==> config.mk <==
export PLATFORM = sky130hd
export DESIGN_NAME = cfg_led_driver
export DESIGN_NICKNAME = d
export VERILOG_FILES = /design/src/rtl/cfg_led_pkg.sv /design/src/rtl/blink_prescaler.sv /design/src/rtl/lamp_mode_decoder.sv /design/src/rtl/lamp_output_stage.sv /design/src/rtl/cfg_led_driver.sv
export SDC_FILE = /design/constraint.sdc
export NUM_CORES = 1
export LEC_CHECK = 0
export CAP_MARGIN = 30
export CELL_PAD_IN_SITES_DETAIL_PLACEMENT = 1
export CELL_PAD_IN_SITES_GLOBAL_PLACEMENT = 1
export CORE_MARGIN = 1
export CORE_UTILIZATION = 38
export DETAILED_ROUTE_END_ITERATION = 6
export HOLD_SLACK_MARGIN = 0.08
export PLACE_DENSITY_LB_ADDON = 0.1
export SLEW_MARGIN = 20
export SYNTH_ARGS = -nofsm -noshare
export SYNTH_HDL_FRONTEND = slang
export SYNTH_SLANG_ARGS = --single-unit
==> constraint.sdc <==
create_clock -name clk -period 1.92 [get_ports clk]
set_input_delay 0.192 -clock clk [delete_from_list [all_inputs] [get_ports clk]]
set_output_delay 0.192 -clock clk [all_outputs]
set_load 0.05 [all_outputs]
==> src/rtl/cfg_led_pkg.sv <==
package cfg_led_pkg;

    typedef enum logic [1:0] {
        CFG_IDLE = 2'b00,
        CFG_BUSY = 2'b01,
        CFG_DONE = 2'b10,
        CFG_RSVD = 2'b11
    } cfg_state_t;

    typedef enum logic [1:0] {
        LAMP_OFF   = 2'b00,
        LAMP_BLINK = 2'b01,
        LAMP_ON    = 2'b10
    } lamp_mode_t;

endpackage

==> src/rtl/blink_prescaler.sv <==
module blink_prescaler #(
    parameter int HALF_PERIOD_CYCLES = 1000
) (
    input  logic clk,
    input  logic rst,
    output logic phase
);
    localparam int CNT_W = (HALF_PERIOD_CYCLES > 1) ? $clog2(HALF_PERIOD_CYCLES) : 1;
    localparam logic [CNT_W-1:0] LAST = CNT_W'(HALF_PERIOD_CYCLES - 1);

    typedef struct packed {
        logic [CNT_W-1:0] cnt;
        logic             phase;
    } presc_t;

    presc_t st_d, st_q;

    always_comb begin
        st_d = st_q;
        if (st_q.cnt == LAST) begin
            st_d.cnt   = '0;
            st_d.phase = ~st_q.phase;
        end else begin
            st_d.cnt = st_q.cnt + 1'b1;
        end
    end

    always_ff @(posedge clk) begin
        if (rst) begin
            st_q <= '0;
        end else begin
            st_q <= st_d;
        end
    end

    assign phase = st_q.phase;

    // the counter never runs past the half-period limit.
    assert_cnt_range_R2: assert property (@(posedge clk) disable iff (rst)
        st_q.cnt <= LAST);

    // the prescaler comes out of reset cleared.
    assert_presc_clear_R9: assert property (@(posedge clk)
        rst |=> (st_q.cnt == '0 && st_q.phase == 1'b0));

endmodule

==> src/rtl/lamp_mode_decoder.sv <==
module lamp_mode_decoder
    import cfg_led_pkg::*;
(
    input  logic [1:0]  cfg_state,
    input  logic        cfg_error,
    input  logic        card_present,
    input  logic        card_src_en,
    output lamp_mode_t  status_mode,
    output lamp_mode_t  error_mode
);
    logic card_missing;

    always_comb begin
        card_missing = card_src_en & ~card_present;

        unique case (cfg_state)
            CFG_DONE: status_mode = LAMP_ON;
            CFG_BUSY: status_mode = LAMP_BLINK;
            default:  status_mode = LAMP_OFF;
        endcase

        // The error flag takes priority over the missing-card blink.
        if (cfg_error) begin
            error_mode = LAMP_ON;
        end else if (card_missing) begin
            error_mode = LAMP_BLINK;
        end else begin
            error_mode = LAMP_OFF;
        end
    end

endmodule

==> src/rtl/lamp_output_stage.sv <==
module lamp_output_stage
    import cfg_led_pkg::*;
(
    input  logic       clk,
    input  logic       rst,
    input  logic       phase,
    input  lamp_mode_t status_mode,
    input  lamp_mode_t error_mode,
    output logic       status_led,
    output logic       error_led
);
    typedef struct packed {
        logic status;
        logic error;
    } lamps_t;

    lamps_t lamp_d, lamp_q;

    function automatic logic render(input lamp_mode_t m, input logic ph);
        case (m)
            LAMP_ON:    return 1'b1;
            LAMP_BLINK: return ph;
            default:    return 1'b0;
        endcase
    endfunction

    always_comb begin
        lamp_d.status = render(status_mode, phase);
        lamp_d.error  = render(error_mode, phase);
    end

    always_ff @(posedge clk) begin
        if (rst) begin
            lamp_q <= '0;
        end else begin
            lamp_q <= lamp_d;
        end
    end

    assign status_led = lamp_q.status;
    assign error_led  = lamp_q.error;

    // two blinking lamps take the same value, one edge later.
    assert_blink_in_phase_R8: assert property (@(posedge clk) disable iff (rst)
        (status_mode == LAMP_BLINK && error_mode == LAMP_BLINK) |=> (status_led == error_led));

    // a blink mode copies the prescaler phase across one edge.
    assert_blink_tracks_phase_R10: assert property (@(posedge clk) disable iff (rst)
        (status_mode == LAMP_BLINK) |=> (status_led == $past(phase)));

endmodule

==> src/rtl/cfg_led_driver.sv <==
module cfg_led_driver
    import cfg_led_pkg::*;
#(
    parameter int HALF_PERIOD_CYCLES = 1000
) (
    input  logic       clk,
    input  logic       rst,
    input  logic [1:0] cfg_state,
    input  logic       cfg_error,
    input  logic       card_present,
    input  logic       card_src_en,
    output logic       status_led,
    output logic       error_led
);
    logic       phase;
    lamp_mode_t status_mode;
    lamp_mode_t error_mode;

    blink_prescaler #(
        .HALF_PERIOD_CYCLES(HALF_PERIOD_CYCLES)
    ) u_presc (
        .clk   (clk),
        .rst   (rst),
        .phase (phase)
    );

    lamp_mode_decoder u_dec (
        .cfg_state    (cfg_state),
        .cfg_error    (cfg_error),
        .card_present (card_present),
        .card_src_en  (card_src_en),
        .status_mode  (status_mode),
        .error_mode   (error_mode)
    );

    lamp_output_stage u_out (
        .clk         (clk),
        .rst         (rst),
        .phase       (phase),
        .status_mode (status_mode),
        .error_mode  (error_mode),
        .status_led  (status_led),
        .error_led   (error_led)
    );

    assert_done_on_R1: assert property (@(posedge clk) disable iff (rst)
        (cfg_state == CFG_DONE) |=> status_led);

    assert_idle_off_R3: assert property (@(posedge clk) disable iff (rst)
        (cfg_state == CFG_IDLE || cfg_state == CFG_RSVD) |=> !status_led);

    assert_error_on_R4: assert property (@(posedge clk) disable iff (rst)
        cfg_error |=> error_led);

    assert_error_off_R6: assert property (@(posedge clk) disable iff (rst)
        (!cfg_error && !(card_src_en && !card_present)) |=> !error_led);

    assert_error_priority_R7: assert property (@(posedge clk) disable iff (rst)
        (cfg_error && card_src_en && !card_present) |=> error_led);

    assert_reset_dark_R9: assert property (@(posedge clk)
        rst |=> (!status_led && !error_led));

endmodule

==> results.cfg <==
[run_status]
status = complete, no violations

[cts]
clock_latency_ps = 280
cts.sinks = 13
cts-hold-fix-buffers = 0
h-tree-depth = 1
root_buffer = clkbuf_4
tritoncts = yes
clock_path_buffers = 2
post_cts_buffers = 0
numCtsBuffers = 3
clk_pin_slew_ps = 80
post_cts_resized = 0

[setup_path]
r2r-start = u_presc.st_q[1]
path_cells = clkdlybuf4s50_1
cp-startpoint = u_out.error_led
slowest_delay_ps = 800
critPathMaxFanout = 1
reg2regPathDepth = 5
worstPathArrival_ps = 1400
worstSetupEndpointType = output port
slowest_stage = clkdlybuf4s50_1
cp.required_ps = 1730
path_delay_family = buffers and inverters
r2r_slack_ps = 430
reg2reg_to = u_presc.st_q[9]
critPathLaunchType = register
path_buf_inv = 1
path_class = reg2out

[timing]
rsz0062_at_grt = no
hold_viol = 0
fmax_mhz = 628
setup_violations = 0
fin_crit_sh_pct = 82.9
finClkSkew_ps = 5.15
fin_tns_setup_ps = 0
fin_hold_ws_ps = 456
final-max-slew-violation-count = 0
fin_crit_ps = 1590
slew-limit-headroom_pct = 66.7
worst_slew_pin_slew_ps = 498

[yosys]
ys_warn_count = 0
synth.cell_area_um2 = 596
synth_area_leaders = dfxtp_1 44%, ha_1 6.3%, nor2_1 6.3%, nand3_1 5.0%, xnor2_1 4.4%
synthCells = 64
ys_seq_area_share_pct = 43.7
avgSynthCellArea_um2 = 9.31
synth_top_area_share_pct = 43.7
ys_seq_elements = 13
synth_nets = 74
yosysUniqueCellTypes = 23
yosys.area.top_type = dfxtp_1

[floorplanning]
start_util_pct = 43.1
ios = 9
rows = 13
placeableCoreArea_um2 = 1380
fp.dieW_um = 41.6
dieArea_um2 = 1730
die_h_um = 41.6

[final_layout]
nets = 87
n_antenna_cell = 0
area_growth_pct = 21.4
layout-drive-gt1-share_pct = 10.5
final_cell_mix = 13 x dfxtp_1, 10 x nor2_1, 8 x clkdlybuf4s50_1
final_common_cell = dfxtp_1

[placed_design]
port-buffer-count = 8
dpl.hpwl_um = 918
gp_congestion = 0.687

[grt]
grt_pass1_vias = 478
grt_pass1_wl_um = 2000
grt_overflow = 0
grt_max_degree = 9
antenna_found_initial = 0
track_usage_pct = 15.8

[worst_hold_path]
hp-class = reg2reg
hold_end = u_presc.st_q[1]
worstHoldStart = u_presc.st_q[1]
min_path_cells = 1

[pwr]
power-per-cell-area_nw_per_um2 = 711
p_leak_nw = 0.293
peakVddDrop_v = 0.000481

[drt]
antenna_left = 0
route.detailed.drc = 0
finalWirelength_um = 1210
wl_per_cell_um = 13.3
viasPerCell = 5.24
vias = 477
drt_iter0_drc = 3
drt_first_pass_iters = 2

[run]
max-cap-violations = 0
-- synthesized netlist by cell type (all sizes together) --
master,count
a21oi,1
a221oi,1
a31o,1
a31oi,3
and3,4
buf,1
dfxtp,13
ha,3
inv,5
nand2,2
nand2b,1
nand3,6
nand4,3
nor2,10
nor3,1
or2b,1
or3,1
or3b,1
xnor2,3
xor2,3
-- cell families (layout without fill, tap and decap cells) --
group                      count (synthesis)  in the layout  share of synthesized area, %
buffers and inverters                      6             18                          3.99
AOI/OAI and AO/OA                          6              6                          7.98
xor gates and xnor gates                   6              6                          8.83
adders and majority gates                  3              3                          6.30
DFF                                       13             13                          43.7
and+or+nand+nor                           30             30                          29.2
-- through the flow --
stage               total power, mW  cells  setup WS (ps)  instance area, µm²  util (%)
floorplan                     0.324     64            530                 596         -
CTS                           0.525     91            302                 723      52.3
global route                  0.541     91            285                 723      52.3
finish                        0.514     91            328                 723      52.3
detailed placement            0.350     87            458                 697      50.4
global placement              0.347     87            484                 697      50.4
-- power by group --
group	internal [mW]	total (mW)	switching, mW	leakage [nW]
Combinational	0.0272	0.0521	0.0249	0.172
Sequential	0.281	0.291	0.0101	0.106
Clock	0.0807	0.171	0.0905	0.0150
-- layout make-up --
cell class,count,area (µm²)
clock buffers,4,26.3
fillers,177,659
inverters,5,18.8
multi-input cells,45,312
flip-flops and latches,13,260
well taps,15,18.8
repair buffers,9,87.6
-- per-layer routing --
metal | track usage (%) | routed length, µm
met1 | 18.1 | 583
met2 | 25.0 | 544
met3 | 4.35 | 46
met4 | 11.6 | 40
met5 | 0 | 0
-- worst max path at each step --
stage / end / depth (start not counted)
after floorplan: u_presc.st_q[9] / 5
after detailed placement: u_presc.st_q[9] / 5
after global placement: u_presc.st_q[9] / 5
after global routing: status_led / 1
final: error_led / 1
after CTS: error_led / 1
-- flip-flops by register name, indices dropped and copies added (netlist names) --
register / count
u_presc.st_q: 10
u_out.status_led: 1
u_out.error_led: 1
u_presc.phase: 1
(Power assumes the default switching activity.)
